File: src/rtl/eac_pkg.sv
package eac_pkg;
    localparam int WORD_W = 18;
    localparam int ADDR_W = 15;
    localparam int OFF_W  = 12;
    localparam int CORE_W = ADDR_W - OFF_W;
    localparam int IND_BIT = 12;

    typedef enum logic [1:0] {
        AM_NORMAL = 2'd0,
        AM_BASE   = 2'd1,
        AM_IFIRST = 2'd2,
        AM_DFIRST = 2'd3
    } amode_e;

    typedef enum logic [2:0] {
        ST_IDLE,
        ST_INDEX,
        ST_DEFER_REQ,
        ST_DEFER_WAIT,
        ST_DONE
    } state_e;
endpackage

File: src/rtl/eac_mode_decode.sv
module eac_mode_decode
    import eac_pkg::*;
(
    input  logic [1:0] addr_mode,
    input  logic       alt_once,
    input  logic       ind_bit,
    input  logic       is_jump,
    output logic       do_index,
    output logic       do_defer,
    output logic       index_first
);
    amode_e mode;

    always_comb begin
        mode        = amode_e'(addr_mode);
        do_index    = 1'b0;
        do_defer    = 1'b0;
        index_first = 1'b1;
        unique case (mode)
            AM_NORMAL, AM_BASE: begin
                // alternate swaps the normal and base behaviours
                if ((mode == AM_BASE) ^ alt_once) begin
                    do_index = !is_jump;
                    do_defer = ind_bit;
                end else begin
                    do_defer = ind_bit;
                end
            end
            AM_IFIRST, AM_DFIRST: begin
                do_index    = ind_bit;
                do_defer    = alt_once;
                index_first = (mode == AM_IFIRST);
            end
            default: ;
        endcase
    end
endmodule

File: src/rtl/eac_index_adder.sv
module eac_index_adder #(
    parameter int W  = 18,
    parameter int AW = 15
) (
    input  logic [AW-1:0] base_addr,
    input  logic [W-1:0]  index_val,
    input  logic          ones_mode,
    output logic [AW-1:0] sum_addr
);
    logic [W:0]   raw;
    logic [W-1:0] folded;

    always_comb begin
        raw    = {1'b0, {(W-AW){1'b0}}, base_addr} + {1'b0, index_val};
        folded = raw[W-1:0];
        if (ones_mode) begin
            folded = raw[W-1:0] + {{(W-1){1'b0}}, raw[W]};
        end
        sum_addr = folded[AW-1:0];
    end
endmodule

File: src/rtl/eac_cycle_counter.sv
module eac_cycle_counter #(
    parameter int CW = 6
) (
    input  logic          clk,
    input  logic          rst_n,
    input  logic          clear,
    input  logic          bump,
    output logic [CW-1:0] count
);
    always_ff @(posedge clk or negedge rst_n) begin
        if (!rst_n) begin
            count <= '0;
        end else if (clear) begin
            count <= '0;
        end else if (bump) begin
            count <= count + 1'b1;
        end
    end
endmodule

File: src/rtl/eac_seq.sv
module eac_seq
    import eac_pkg::*;
#(
    parameter int CNT_W = 6
) (
    input  logic                clk,
    input  logic                rst_n,
    input  logic                start,
    input  logic [WORD_W-1:0]   instr,
    input  logic [CORE_W-1:0]   epc,
    input  logic [WORD_W-1:0]   xr,
    input  logic [1:0]          addr_mode,
    input  logic                alt_once,
    input  logic                ext_mode,
    input  logic                ones_mode,
    input  logic                is_jump,
    output logic                mem_rd_en,
    output logic [ADDR_W-1:0]   mem_addr,
    input  logic [WORD_W-1:0]   mem_rdata,
    output logic                done,
    output logic [ADDR_W-1:0]   eff_addr,
    output logic [CNT_W-1:0]    mem_cycles
);
    state_e state_q, state_d;

    logic [ADDR_W-1:0] cur_q;
    logic [WORD_W-1:0] xr_q;
    logic              ext_q, ones_q;
    logic              idx_after_q, def_after_q, deferred_q;

    logic              dec_index, dec_defer, dec_ifirst;
    logic [ADDR_W-1:0] idx_operand, idx_sum;
    logic              accept, chain_more;

    eac_mode_decode u_decode (
        .addr_mode   (addr_mode),
        .alt_once    (alt_once),
        .ind_bit     (instr[IND_BIT]),
        .is_jump     (is_jump),
        .do_index    (dec_index),
        .do_defer    (dec_defer),
        .index_first (dec_ifirst)
    );

    assign idx_operand = (ext_q && !deferred_q) ? {{CORE_W{1'b0}}, cur_q[OFF_W-1:0]} : cur_q;

    eac_index_adder #(.W(WORD_W), .AW(ADDR_W)) u_adder (
        .base_addr (idx_operand),
        .index_val (xr_q),
        .ones_mode (ones_q),
        .sum_addr  (idx_sum)
    );

    assign accept     = (state_q == ST_IDLE) && start;
    assign chain_more = !ext_q && mem_rdata[IND_BIT];

    eac_cycle_counter #(.CW(CNT_W)) u_count (
        .clk   (clk),
        .rst_n (rst_n),
        .clear (accept),
        .bump  (state_q == ST_DEFER_WAIT),
        .count (mem_cycles)
    );

    // state register
    always_ff @(posedge clk or negedge rst_n) begin
        if (!rst_n) state_q <= ST_IDLE;
        else        state_q <= state_d;
    end

    // next state
    always_comb begin
        state_d = state_q;
        unique case (state_q)
            ST_IDLE: begin
                if (start) begin
                    if (dec_index && (dec_ifirst || !dec_defer)) state_d = ST_INDEX;
                    else if (dec_defer)                           state_d = ST_DEFER_REQ;
                    else                                          state_d = ST_DONE;
                end
            end
            ST_INDEX:      state_d = def_after_q ? ST_DEFER_REQ : ST_DONE;
            ST_DEFER_REQ:  state_d = ST_DEFER_WAIT;
            ST_DEFER_WAIT: begin
                if (chain_more)       state_d = ST_DEFER_REQ;
                else if (idx_after_q) state_d = ST_INDEX;
                else                  state_d = ST_DONE;
            end
            ST_DONE:       state_d = ST_IDLE;
            default:       state_d = ST_IDLE;
        endcase
    end

    // datapath registers
    always_ff @(posedge clk or negedge rst_n) begin
        if (!rst_n) begin
            cur_q       <= '0;
            xr_q        <= '0;
            ext_q       <= 1'b0;
            ones_q      <= 1'b0;
            idx_after_q <= 1'b0;
            def_after_q <= 1'b0;
            deferred_q  <= 1'b0;
        end else begin
            unique case (state_q)
                ST_IDLE: begin
                    if (start) begin
                        cur_q       <= {epc, instr[OFF_W-1:0]};
                        xr_q        <= xr;
                        ext_q       <= ext_mode;
                        ones_q      <= ones_mode;
                        deferred_q  <= 1'b0;
                        def_after_q <= dec_defer && dec_index && dec_ifirst;
                        idx_after_q <= dec_index && dec_defer && !dec_ifirst;
                    end
                end
                ST_INDEX: begin
                    cur_q <= idx_sum;
                end
                ST_DEFER_REQ: ;
                ST_DEFER_WAIT: begin
                    if (ext_q) begin
                        cur_q <= mem_rdata[ADDR_W-1:0];
                    end else begin
                        cur_q <= {cur_q[ADDR_W-1:OFF_W], mem_rdata[OFF_W-1:0]};
                    end
                    if (!chain_more) begin
                        deferred_q <= 1'b1;
                    end
                end
                ST_DONE: ;
                default: ;
            endcase
        end
    end

    // outputs
    always_comb begin
        mem_rd_en = (state_q == ST_DEFER_REQ);
        mem_addr  = cur_q;
        done      = (state_q == ST_DONE);
        eff_addr  = cur_q;
    end
endmodule

File: config.mk
export PLATFORM = sky130hd
export DESIGN_NAME = eac_seq
export DESIGN_NICKNAME = d
export VERILOG_FILES = /design/src/rtl/eac_pkg.sv /design/src/rtl/eac_mode_decode.sv /design/src/rtl/eac_index_adder.sv /design/src/rtl/eac_cycle_counter.sv /design/src/rtl/eac_seq.sv
export SDC_FILE = /design/constraint.sdc
export NUM_CORES = 1
export LEC_CHECK = 0
export BUFFER_PORTS_ARGS = -buffer_cell sky130_fd_sc_hd__buf_2
export CORE_ASPECT_RATIO = 2
export CORE_UTILIZATION = 39
export CTS_CLUSTER_DIAMETER = 200
export DETAILED_ROUTE_END_ITERATION = 6
export PLACE_DENSITY = 0.68
export SETUP_SLACK_MARGIN = 0.02
export SLEW_MARGIN = 25
export SYNTH_ARGS = -nofsm -noshare
export SYNTH_HDL_FRONTEND = slang
export SYNTH_SLANG_ARGS = --single-unit
File: constraint.sdc
create_clock -name clk -period 10 [get_ports clk]
set_clock_uncertainty 0.15 [all_clocks]
set_input_delay 2 -clock clk [delete_from_list [all_inputs] [get_ports clk]]
set_output_delay 2 -clock clk [all_outputs]
set_load 0.02 [all_outputs]
# After elaboration in Yosys (flattened, before gate mapping)
# Index checks and enable logic that the tools add are counted.
classes:
  add_sub_neg: 3
  n_eq_ne: 10
  n_mux: 21
  bitwise: 1
  n_reduce_logical: 24
op_table:
  columns: ["op", "count"]
  rows:
  - ["15-bit 2-to-1 mux", 4]
  - ["15-bit one-hot mux with 3 select lines", 1]
  - ["15-bit by 18-bit adder with 19-bit output", 1]
  - ["3-bit 2-to-1 mux", 6]
  - ["15-bit by 1-bit adder with 15-bit output", 1]
  - ["6-bit 2-to-1 mux", 2]
  - ["3-bit one-hot mux with 4 select lines", 1]
  - ["1-bit logical AND", 7]
  - ["6-bit by 1-bit adder with 6-bit output (second input constant)", 1]
  - ["3-bit by 2-bit == test with 1-bit output (second input constant)", 2]
  - ["2-bit != test (second input constant)", 3]
  - ["1-bit one-hot mux with 2 select lines", 3]
  - ["3-bit AND reduction", 2]
  - ["1-bit logical NOT", 5]
  - ["2-bit == test (second input constant)", 2]
  - ["1-bit 2-to-1 mux", 4]
  - ["2-bit AND reduction", 2]
  - ["2-bit nonzero test", 2]
  - ["2-bit OR reduction", 2]
  - ["3-bit by 1-bit == test with 1-bit output (second input constant)", 1]
  - ["3-bit == test (second input constant)", 1]
  - ["3-bit logical NOT", 1]
  - ["3-bit nonzero test", 1]
  - ["2-bit by 1-bit == test with 1-bit output (second input constant)", 1]
  - ["other kinds (3)", 3]
word_totals:
  regBits: 47
  in_bits: 66
  out_inout_bits: 38
  wordCells: 69

# Depth between registers and ports, before layout
# Gate-level depths: netlist of the first run.
logic_depth:
  depth_word: 9
  ltp_mapped: 18
  mapped_depth_nobuf: 17

# Cells and area by module
# Synthesis of the first run repeated with hierarchy kept, for this count alone.
hier_totals:
  hier_cells: 376
  hier_area_um2: 3537.1
modules_own_cells:
  columns: ["mod", "n_inst", "cells_each", "area_per_inst_um2"]
  rows:
  - ["eac_seq", 1, 213, 2180.8]
  - ["eac_index_adder", 1, 134, 1047.3]
  - ["eac_cycle_counter", 1, 24, 269.0]
  - ["eac_mode_decode", 1, 5, 40.0]

# Least setup slack after synthesis of the first run
# Ideal clock, no wire load.
synth_path:
  path_type: "register to register"
  from: "reg cur_q[0] (netlist: eff_addr[0])"
  to: "reg cur_q[8] (netlist: eff_addr[8])"
  setup_ns: 0.126
  arrival_time_ns: 3.650
  t_required_ns: 9.724
  path_slack_ns: 6.074
  path_stages_with_launch: 18
  n_path_buf: 1
  path_cell_list: "dfrtp_1 -> ha_1 -> fa_1 -> a211oi_2 -> o31ai_4 -> a311oi_1 -> o31ai_1 -> a21oi_1 -> nor2_1 -> o2111a_1 -> ha_1 -> ha_1 -> and3_1 -> clkbuf_1 -> nor3b_1 -> xnor2_1 -> o21ai_0 -> a21oi_1"
synth_between:
  elab_chain_cells: 5
synth_lines:
  columns: ["item", "line_no", "source"]
  rows:
  - ["start, declared", "eac_seq.sv:26", "logic [ADDR_W-1:0] cur_q;"]
  - ["start signal, assigned", "eac_seq.sv:108", "cur_q <= {epc, instr[OFF_W-1:0]};"]
  - ["start signal, assigned", "eac_seq.sv:118", "cur_q <= idx_sum;"]
  - ["start signal, assigned", "eac_seq.sv:123", "cur_q <= mem_rdata[ADDR_W-1:0];"]
  - ["15-bit 2-to-1 mux (*)", "eac_seq.sv:45", "assign idx_operand = (ext_q && !deferred_q) ? {{CORE_W{1'b0}}, cur_q[OFF_W-1:0]} : cur_q;"]
  - ["15-bit by 18-bit adder with 19-bit output (*)", "eac_index_adder.sv:14", "raw = {1'b0, {(W-AW){1'b0}}, base_addr} + {1'b0, index_val};"]
  - ["15-bit by 1-bit adder with 15-bit output", "eac_index_adder.sv:17", "folded = raw[W-1:0] + {{(W-1){1'b0}}, raw[W]};"]
  - ["15-bit 2-to-1 mux (*)", "eac_index_adder.sv:16", "if (ones_mode) begin"]
  - ["15-bit one-hot mux with 3 select lines (*)", "eac_seq.sv:105", "unique case (state_q)"]
# Mark *: on every way between the ends. The rest lies on a longest branch, timed or not.
# A chain may end at the register's enable or synchronous reset.

# Worst setup path after layout of the first run
layout_path:
  from: "reg cur_q[0] (netlist: eff_addr[0])"
  to: "reg cur_q[2] (netlist: eff_addr[2])"
# Same word-level chain as after synthesis.

==> flow_metrics.env, run 1 <==
export IMPL_cp_num_buf_inv=0
export IMPL_final_seq_area_um2=1180
export IMPL_vias=3128
export IMPL_clk_pin_slew_ps=70
export IMPL_cts_tree="yes"
export IMPL_vias_per_cell=5.41
export IMPL_hold_depth=2
export IMPL_layout_drive_gt1_share_pct=25.0
export IMPL_status="finished clean"
export IMPL_postSynthCellCount=408
export IMPL_drc_errors=0
export IMPL_grt_pass1_vias=3102
export IMPL_cts_root_buffer="clkbuf_16"
export IMPL_reg2reg_slack_ps=5640
export IMPL_critPathTopFamily="compound AO/OA/AOI/OAI gates"
export IMPL_start_util_pct=40.6
export IMPL_synth_distinct_cells=57
export IMPL_r2r_cells=15
export IMPL_multi_input_area_um2=1970
export IMPL_finalSetupTns_ps=0
export IMPL_relSlewSlack_pct=39.4
export IMPL_fillCellCount=846
export IMPL_fp_dieW_um=67.7
export IMPL_syn_area_um2=3370
export IMPL_worstReg2RegEnd="eff_addr[2]$_DFFE_PN0P_"
export IMPL_worst_setup_path_start_kind="flip-flop"
export IMPL_synth_avg_cell_area_um2=8.25
export IMPL_ys_seq_elements=47
export IMPL_holdBufCountCts=0
export IMPL_fmax_mhz=229
export IMPL_place_congestion=0.874
export IMPL_yosysWarnings=0
export IMPL_tightest_slew_ps=907
export IMPL_min_period_ps=4360
export IMPL_r2r_start="eff_addr[0]$_DFFE_PN0P_"
export IMPL_crit_chain="ha_1, fa_1, a211oi_2, o31ai_4, a311oi_1, o31ai_1, a21oi_1, nor2_1, o2111a_1, ha_1, ha_1, and3_1, o311ai_0, o21ai_0, o21ai_0"
export IMPL_arrival_ps=4430
export IMPL_fin_nets=564
export IMPL_finalMaxSlewViolations=0
export IMPL_grt_usage_pct=22.1
export IMPL_drtAntennaViolNets=0
export IMPL_htree_levels=2
export IMPL_netlist_top_cells_count="92 x nand2_1, 47 x dfrtp_1, 28 x nor2_1"
export IMPL_routed_wl_mm=9.17
export IMPL_core_region_area_um2=8290
export IMPL_grt_overflow=0
export IMPL_syn2layout_area_growth_pct=18.3
export IMPL_drtIter0Drc=134
export IMPL_min_from="xr_q[16]$_DFFE_PN0P_"
export IMPL_ys_flop_type="dfrtp_1"
export IMPL_die_area_um2=9030
export IMPL_grt_first_pass_wirelength_mm=14.7
export IMPL_placement_rows=47
export IMPL_leakage_nw=1.96
export IMPL_maxCapViolCount=0
export IMPL_p_per_area_nw_per_um2=419
export IMPL_numClockSinks=47
export IMPL_hold_end="xr_q[16]$_DFFE_PN0P_"
export IMPL_critical_path_required_ps=10060
export IMPL_cp_end_kind="flip-flop"
export IMPL_async_reset_ff_share_pct=100
export IMPL_max_stage_delay_ps=430
export IMPL_synth_edf_count=0
export IMPL_synth_largest_area_cell="dfrtp_1"
export IMPL_ctsResizeCount=0
export IMPL_portBuffers=95
export IMPL_hold_viol=0
export IMPL_peakVddDrop_uv=161
export IMPL_placed_cells=570
export IMPL_yosysMostFrequentCell="nand2_1"
export IMPL_synth_top_area_share_pct=34.9
export IMPL_cts_buffer_depth=2
export IMPL_rsz0062_at_grt="no"
export IMPL_chipHeight_um=133
export IMPL_grt_max_degree=48
export IMPL_synth_nets=493
export IMPL_ys_top_cells_by_area="dfrtp_1 35%, nand2_1 10%, ha_1 6.7%"
export IMPL_wl_per_cell_um=15.9
export IMPL_cts_setup_buffers=0
export IMPL_diodes=0
export IMPL_hpwlAfterDp_mm=6.83
export IMPL_path_class="reg -> reg"
export IMPL_crit_slowest_cell="fa_1"
export IMPL_stdcell_count=578
export IMPL_firstDrtPassIters=4
export IMPL_numCtsBuffers=5
export IMPL_ioPinCount=104
export IMPL_antenna_found_initial=0
export IMPL_crit_top_cell="ha_1"
export IMPL_hp_class="reg -> reg"
export IMPL_cp_max_fo=9
export IMPL_insertion_delay_ps=290
export IMPL_fin_crit_sh_pct=43.6
export IMPL_setup_viol=0
export IMPL_yosysSeqAreaShare_pct=34.9
## flip-flops by register name, indices dropped and copies added (netlist names)
signal	count
xr_q	18
deferred_q	1
state_q	3
ones_q	1
eff_addr	15
ext_q	1
idx_after_q	1
def_after_q	1
u_count.count	6
## through the flow
stage / power (mW) / utilization (%) / worst slack, ps / area, um2 / hold WS (ps)
after floorplan: 1.22 / - / 6070 / 3370 / 291
after global placement: 1.41 / 45.6 / 5770 / 3780 / 305
after detailed placement: 1.44 / 45.7 / 5710 / 3790 / 313
after CTS: 1.67 / 48.0 / 5620 / 3980 / 330
after global routing: 1.81 / 48.0 / 5310 / 3980 / 345
final: 1.67 / 48.0 / 5640 / 3980 / 325
## worst max-delay path by stage
stage	start	endpoint	slack (ps)	cells after the start
final	eff_addr[0]$_DFFE_PN0P_	eff_addr[2]$_DFFE_PN0P_	5640	15
after global routing	eff_addr[0]$_DFFE_PN0P_	eff_addr[2]$_DFFE_PN0P_	5310	15
after CTS	eff_addr[0]$_DFFE_PN0P_	eff_addr[2]$_DFFE_PN0P_	5620	15
after detailed placement	eff_addr[0]$_DFFE_PN0P_	eff_addr[2]$_DFFE_PN0P_	5710	15
after global placement	eff_addr[0]$_DFFE_PN0P_	eff_addr[2]$_DFFE_PN0P_	5770	15
after floorplan	eff_addr[0]$_DFFE_PN0P_	eff_addr[8]$_DFFE_PN0P_	6070	17
## per-layer routing
metal,global-route usage (%),routed length (um)
met2,40.6,5220
met5,0,0
met4,9.22,317
met1,23.5,3210
met3,3.17,419
## worst reg2reg max path, delay by kind of cell, from the launching register on
kind	cells	cell delay [ps]
adder cells (fa/ha/maj)	4	1100
AO/OA/AOI/OAI	9	2280
flip-flops	1	410
AND/OR/NAND/NOR	2	340
## logic make-up (layout without fill, tap and decap cells)
group	count (synthesis)	in the layout	synth area share [%]
compound gates	83	83	16.4
xor+xnor	26	26	6.99
fa+ha+maj	19	19	7.29
buf+inv	40	112	6.58
flops	47	47	34.9
mux	7	7	2.12
simple gates	186	186	25.7
## layout by cell type (no fill, tap or decap), types with 2 or more instances in the layout
master     instances
a2111oi_0          2
a21o_1             2
a21oi_1           27
a31oi_1            9
and2_1             5
and3_1             6
and4_2             2
buf_2             94
buf_4              3
bufinv_16          2
clkbuf_16          5
dfrtp_1           47
ha_1              18
inv_1              6
mux2i_1            6
nand2_1           92
nand2b_1           8
nand3_1           12
nand4_1            6
nor2_1            28
nor3_1            11
nor4_1             3
o211ai_1           3
o21a_1             2
o21ai_0           19
o311ai_0           2
o31ai_1            3
or2_2              2
or3_1              2
xnor2_1           13
xor2_1            12
## cell type report
| type | count | area share, % |
|---|---|---|
| clock buffers | 5 | 3.14 |
| clock inverters | 3 | 1.70 |
| inverters | 7 | 0.660 |
| multi-input cells | 321 | 49.5 |
| flip-flops and latches | 47 | 29.6 |
| well taps | 98 | 3.08 |
| repair buffers | 97 | 12.4 |
## report_power, final
group / switching [mW] / leakage [nW] / internal [mW]
clock: 0.0764 / 0.0900 / 0.143
sequential: 0.0794 / 0.588 / 0.273
combinational: 0.686 / 1.28 / 0.409
(Power assumes the default switching activity.)
==> inputs of run 2 (changes only) <==
ABC_AREA = 1   (was default)
PLACE_DENSITY = 0.69   (was 0.68)
clock period = 3.8 ns   (was 10 ns; I/O delays follow)
==> run 2 against run 1 <==
Compared with the run above: sequential power increased to 2.6 times the previous value; setup slack got worse by 5300 ps; fmax increased by 26%; synthesized cell count increased by 23%; wire length increased by 14%; area after synthesis increased by 7.5%; critical path type unchanged; critical endpoint is now eff_addr[14]$_DFFE_PN0P_.
==> flow_metrics.env, run 2 <==
export IMPL_status="finished clean"
export IMPL_diodes=0
export IMPL_drtAntennaViolNets=0
export IMPL_hpwlAfterDp_mm=8.21
export IMPL_cts_tree="yes"
export IMPL_regMostFlops="xr_q"
export IMPL_chipHeight_um=138
export IMPL_hp_class="in -> async"
export IMPL_synthAdderAreaFrac_pct=6.78
export IMPL_grt_first_pass_wirelength_mm=16.9
export IMPL_drtIter0Drc=162
export IMPL_drc_errors=0
export IMPL_routed_wl_mm=10.5
export IMPL_max_stage_delay_ps=430
export IMPL_stdcell_count=690
export IMPL_ys_flop_type="dfrtp_1"
export IMPL_synth_simple_gate_area_share_pct=34.6
export IMPL_portBuffers=95
export IMPL_worst_slack_ps=327
export IMPL_clk_pin_slew_ps=70
export IMPL_wl_per_cell_um=15.2
export IMPL_relSlewSlack_pct=42.2
export IMPL_ys_top_cells_by_area="dfrtp_1 33%, nand2_1 16%, inv_1 6.4%"
export IMPL_synth_avg_cell_area_um2=7.19
export IMPL_layout_drive_gt1_share_pct=27.0
export IMPL_p_per_area_nw_per_um2=1090
export IMPL_numCtsBuffers=5
export IMPL_leakage_nw=2.33
export IMPL_grt_max_degree=48
export IMPL_rsz0062_at_grt="no"
export IMPL_synth_largest_area_cell="dfrtp_1"
export IMPL_critical_path_required_ps=3830
export IMPL_antenna_found_initial=0
export IMPL_finalSetupTns_ps=0
export IMPL_cp_num_buf_inv=1
export IMPL_min_period_ps=3470
export IMPL_fillCellCount=920
export IMPL_synth_nets=588
export IMPL_path_class="reg -> reg"
export IMPL_fin_crit_sh_pct=91.4
export IMPL_numClockSinks=47
export IMPL_insertion_delay_ps=300
export IMPL_core_region_area_um2=9010
export IMPL_yosysWarnings=0
export IMPL_synth_distinct_cells=40
export IMPL_synth_top_area_share_pct=32.5
export IMPL_tightest_slew_ps=866
export IMPL_crit_slowest_cell="ha_1"
export IMPL_cp_max_fo=6
export IMPL_synth_area_mux_share_pct=0
export IMPL_cts_root_buffer="clkbuf_16"
export IMPL_synth_compound_area_share_pct=13.3
export IMPL_grt_usage_pct=22.4
export IMPL_start_util_pct=40.1
export IMPL_arrival_ps=3500
export IMPL_finalMaxSlewViolations=0
export IMPL_vias_per_cell=5.23
export IMPL_peakVddDrop_uv=392
export IMPL_place_congestion=0.852
export IMPL_final_cell_mix="151 x nand2_1, 94 x buf_2, 62 x inv_1"
export IMPL_yosysSeqAreaShare_pct=32.5
export IMPL_worst_setup_path_start_kind="flip-flop"
export IMPL_fmax_mhz=288
export IMPL_cp_end_kind="flip-flop"
export IMPL_critPathTopFamily="simple AND/OR/NAND/NOR gates"
export IMPL_syn2layout_area_growth_pct=19.1
export IMPL_grt_pass1_vias=3661
export IMPL_synthXorXnorAreaFrac_pct=1.66
export IMPL_postSynthCellCount=503
export IMPL_layout_commonest_cell="nand2_1"
export IMPL_synth_top_family_by_area="simple AND/OR/NAND/NOR gates"
export IMPL_maxCapViolCount=0
export IMPL_place_ws_ps=224
export IMPL_final_seq_area_um2=1180
export IMPL_placed_cells=682
export IMPL_ioPinCount=104
export IMPL_setup_viol=0
export IMPL_syn_area_um2=3620
export IMPL_placement_rows=49
export IMPL_htree_levels=2
export IMPL_largest_reg_flops=18
export IMPL_synth_edf_count=0
export IMPL_cts_setup_buffers=0
export IMPL_grt_overflow=0
export IMPL_final_util_pct=47.8
export IMPL_async_reset_ff_share_pct=100
export IMPL_ys_seq_elements=47
export IMPL_total_power_mw=4.70
export IMPL_cts_buffer_depth=2
export IMPL_hold_viol=0
export IMPL_netlist_top_cells_count="151 x nand2_1, 62 x inv_1, 47 x dfrtp_1"
export IMPL_die_area_um2=9690
export IMPL_yosysMostFrequentCell="nand2_1"
export IMPL_firstDrtPassIters=4
export IMPL_crit_chain="ha_1, nand2_1, nand2_2, nand3_1, nand2_1, nand3_1, nand2_1, a21oi_1, nor2_1, ha_1, ha_1, inv_1, nor3_4, nand3_2, nor2_4, nand4_2, nor2_1, nand3_1, nand3_2, a21oi_2"
export IMPL_fp_dieW_um=70.1
export IMPL_multi_input_area_um2=2050
export IMPL_fin_nets=672
export IMPL_vias=3609
run 2: power by group:
group / total, mW / switching (mW) / internal [mW] / leakage (nW)
Clock: 0.529 / 0.201 / 0.328 / 0.0868
Sequential: 0.914 / 0.196 / 0.718 / 0.582
Combinational: 3.26 / 2.15 / 1.10 / 1.66
Total: 4.70 / 2.55 / 2.15 / 2.33
run 2: cell type report:
cell class | instances | area share, %
multi-input combinational | 364 | 47.6
sequential | 47 | 27.3
clock buffer | 6 | 3.22
inverter | 68 | 5.93
timing repair buffer | 101 | 12.1
clock inverter | 2 | 0.813
tap | 102 | 2.96
run 2: kinds of logic after synthesis:
logic type | after synthesis
AND/OR/NAND/NOR | 266
buffers and inverters | 92
AO/OA/AOI/OAI | 73
flip-flops | 47
adder cells (fa/ha/maj) | 19
XOR/XNOR | 6
run 2: path summary, 6_finish.rpt:
path                                          from                       end  slack (ps)  cells after the start
min                                          rst_n  eff_addr[11]$_DFFE_PN0P_         320                      1
max                        eff_addr[2]$_DFFE_PN0P_  eff_addr[14]$_DFFE_PN0P_         330                     20
max reg2reg                eff_addr[2]$_DFFE_PN0P_  eff_addr[14]$_DFFE_PN0P_         330                     20
min in group clk              xr_q[17]$_DFFE_PN0P_      xr_q[17]$_DFFE_PN0P_         330                      2
min reg2reg                   xr_q[17]$_DFFE_PN0P_      xr_q[17]$_DFFE_PN0P_         330                      2
max in group asynchronous                    rst_n    state_q[2]$_DFFE_PN0P_        2750                      1
run 2: stage by stage:
stage | instance area [um2] | hold slack (ps)
global route | 4310 | 365
detailed placement | 4120 | 318
floorplan | 3620 | 292
finish | 4310 | 315
global placement | 4120 | 311
CTS | 4290 | 333
run 2: layer usage:
metal / share of wire (%) / vias up / global-route usage [%]
met3: 3.6 / 22 / 2.70
met5: 0 / - / 0
met2: 58 / 101 / 43.6
met4: 3.0 / 0 / 10.8
met1: 35 / 1695 / 22.7
li1: - / 1791 / -
run 2: timing repair:
action | CTS | global route
resized for setup | 0 | 3
hold buffers | 0 | 0
endpoints found under the hold margin | 0 | 0
setup endpoints to repair | 0 | 3
==> inputs of run 3 (changes only) <==
CAP_MARGIN = 20   (was default)
RECOVER_POWER = 50   (was default)
==> run 3 against run 2 <==
Compared with the run above: the flow now finishes with violations (capacitance limit, slew limit); non-clock buffer count unchanged; die area unchanged; flip-flop and latch count unchanged; critical path depth unchanged; setup slack improved by 11 ps; fmax increased by 0.32%; sequential share of layout area increased by 0.19 points; wire length decreased by 0.68%; critical path type unchanged; power decreased by 0.52%; global-route usage unchanged; final area decreased by 0.70%; sequential power about the same.
==> flow_metrics.env, run 3 (same netlist as run 2, synthesis figures left out) <==
export IMPL_multi_input_area_um2=2050
export IMPL_finalSetupTns_ps=0
export IMPL_violations="capacitance limit, slew limit"
export IMPL_cp_end_kind="flip-flop"
export IMPL_htree_levels=2
export IMPL_wl_per_cell_um=15.1
export IMPL_portBuffers=95
export IMPL_drtIter0Drc=157
export IMPL_total_power_mw=4.67
export IMPL_final_cell_mix="151 x nand2_1, 76 x buf_2, 62 x inv_1"
export IMPL_critical_path_required_ps=3830
export IMPL_peakVddDrop_uv=392
export IMPL_vias_per_cell=5.21
export IMPL_hold_viol=0
export IMPL_largest_reg_flops=18
export IMPL_fin_crit_sh_pct=91.1
export IMPL_grt_first_pass_wirelength_mm=16.9
export IMPL_hold_depth=2
export IMPL_fillCellCount=932
export IMPL_cts_root_buffer="clkbuf_16"
export IMPL_final_seq_area_um2=1180
export IMPL_layout_drive_gt1_share_pct=23.6
export IMPL_fin_nets=672
export IMPL_layout_commonest_cell="nand2_1"
export IMPL_firstDrtPassIters=4
export IMPL_tightest_slew_ps=2620
export IMPL_ioPinCount=104
export IMPL_r2r_cells=20
export IMPL_place_congestion=0.852
export IMPL_setup_viol=0
export IMPL_vias=3594
export IMPL_maxCapViolCount=1
export IMPL_min_period_ps=3460
export IMPL_hold_ws_ps=330
export IMPL_arrival_ps=3490
export IMPL_worst_setup_path_start_kind="flip-flop"
export IMPL_grt_overflow=0
export IMPL_diodes=0
export IMPL_die_area_um2=9690
export IMPL_drc_errors=0
export IMPL_start_util_pct=40.1
export IMPL_numClockSinks=47
export IMPL_cp_max_fo=5
export IMPL_hpwlAfterDp_mm=8.21
export IMPL_ctsResizeCount=0
export IMPL_hp_class="reg -> reg"
export IMPL_core_region_area_um2=9010
export IMPL_cts_buffer_depth=2
export IMPL_insertion_delay_ps=300
export IMPL_numCtsBuffers=5
export IMPL_fp_dieW_um=70.1
export IMPL_relSlewSlack_pct=-74.9
export IMPL_fmax_mhz=289
export IMPL_placement_rows=49
export IMPL_grt_pass1_vias=3661
export IMPL_grt_max_degree=48
export IMPL_holdBufCountCts=0
export IMPL_p_per_area_nw_per_um2=1090
export IMPL_path_class="reg -> reg"
export IMPL_drtAntennaViolNets=0
export IMPL_antenna_found_initial=0
export IMPL_leakage_nw=2.26
export IMPL_clk_pin_slew_ps=70
export IMPL_routed_wl_mm=10.4
export IMPL_syn2layout_area_growth_pct=18.2
export IMPL_cts_tree="yes"
export IMPL_grt_usage_pct=22.4
export IMPL_chipHeight_um=138
export IMPL_cts_setup_buffers=0
export IMPL_finalMaxSlewViolations=48
export IMPL_rsz0062_at_grt="no"
export IMPL_status="complete, but fails checks"
export IMPL_regMostFlops="xr_q"
run 3: cell types whose count changed in the layout (fill, tap and decap cells not counted):
| cell | delta |
|---|---|
| clkbuf_1 | +20 |
| buf_2 | -18 |
| buf_4 | -2 |
run 3: power breakdown:
group | total [mW] | internal, mW | leakage [nW] | switching, mW
registers | 0.915 | 0.718 | 0.582 | 0.197
logic | 3.23 | 1.08 | 1.59 | 2.15
clock network | 0.530 | 0.328 | 0.0868 | 0.202
run 3: final cells by class:
cell class	count	share of cell area, %
multi-input cells	364	48.0
flip-flops and latches	47	27.5
repair buffers	101	11.5
inverters	68	5.97
clock buffers	6	3.25
well taps	102	2.98
clock inverters	2	0.819
run 3: stage by stage:
| step | cell area, um2 | utilization [%] | setup WS, ps | instances |
|---|---|---|---|---|
| after floorplan | 3620 | - | 703 | 503 |
| after global placement | 4120 | 45.7 | 256 | 682 |
| after detailed placement | 4120 | 45.7 | 224 | 682 |
| after CTS | 4290 | 47.6 | 198 | 690 |
| after global routing | 4280 | 47.5 | 39.0 | 690 |
| final | 4280 | 47.5 | 339 | 690 |
run 3: final timing paths:
path                            slack [ps]                      endpoint               startpoint
worst max-delay path                   340      eff_addr[14]$_DFFE_PN0P_  eff_addr[5]$_DFFE_PN0P_
worst min-delay path                   330          xr_q[16]$_DFFE_PN0P_     xr_q[16]$_DFFE_PN0P_
min in group asynchronous             1120       eff_addr[9]$_DFFE_PN0P_                    rst_n
worst min register to register         330          xr_q[16]$_DFFE_PN0P_     xr_q[16]$_DFFE_PN0P_
worst max register to register         340      eff_addr[14]$_DFFE_PN0P_  eff_addr[5]$_DFFE_PN0P_
max in group asynchronous              870  u_count.count[0]$_DFFE_PN0P_                    rst_n
run 3: per-layer routing:
metal	GRT usage (%)	up-vias	routed length [um]	part of all wire, %
met5	0	-	0	0
li1	-	1792	-	-
met2	43.6	85	6030	58
met4	10.8	0	301	2.9
met3	2.70	16	407	3.9
met1	22.7	1701	3680	35
run 3: worst max-delay path, stage by stage, from the launching register on:
cell	delay, ps
dfrtp_1	430
ha_1	400
nand2_1	110
inv_1	80
nand3_1	100
nand2_1	150
nand3_1	90
nand2_1	130
a21oi_1	80
nor2_1	160
ha_1	200
ha_1	150
inv_1	70
nor3_4	200
nand3_2	140
nor2_4	170
nand4_2	130
nor2_1	150
nand3_1	100
nand3_2	90
a21oi_2	50
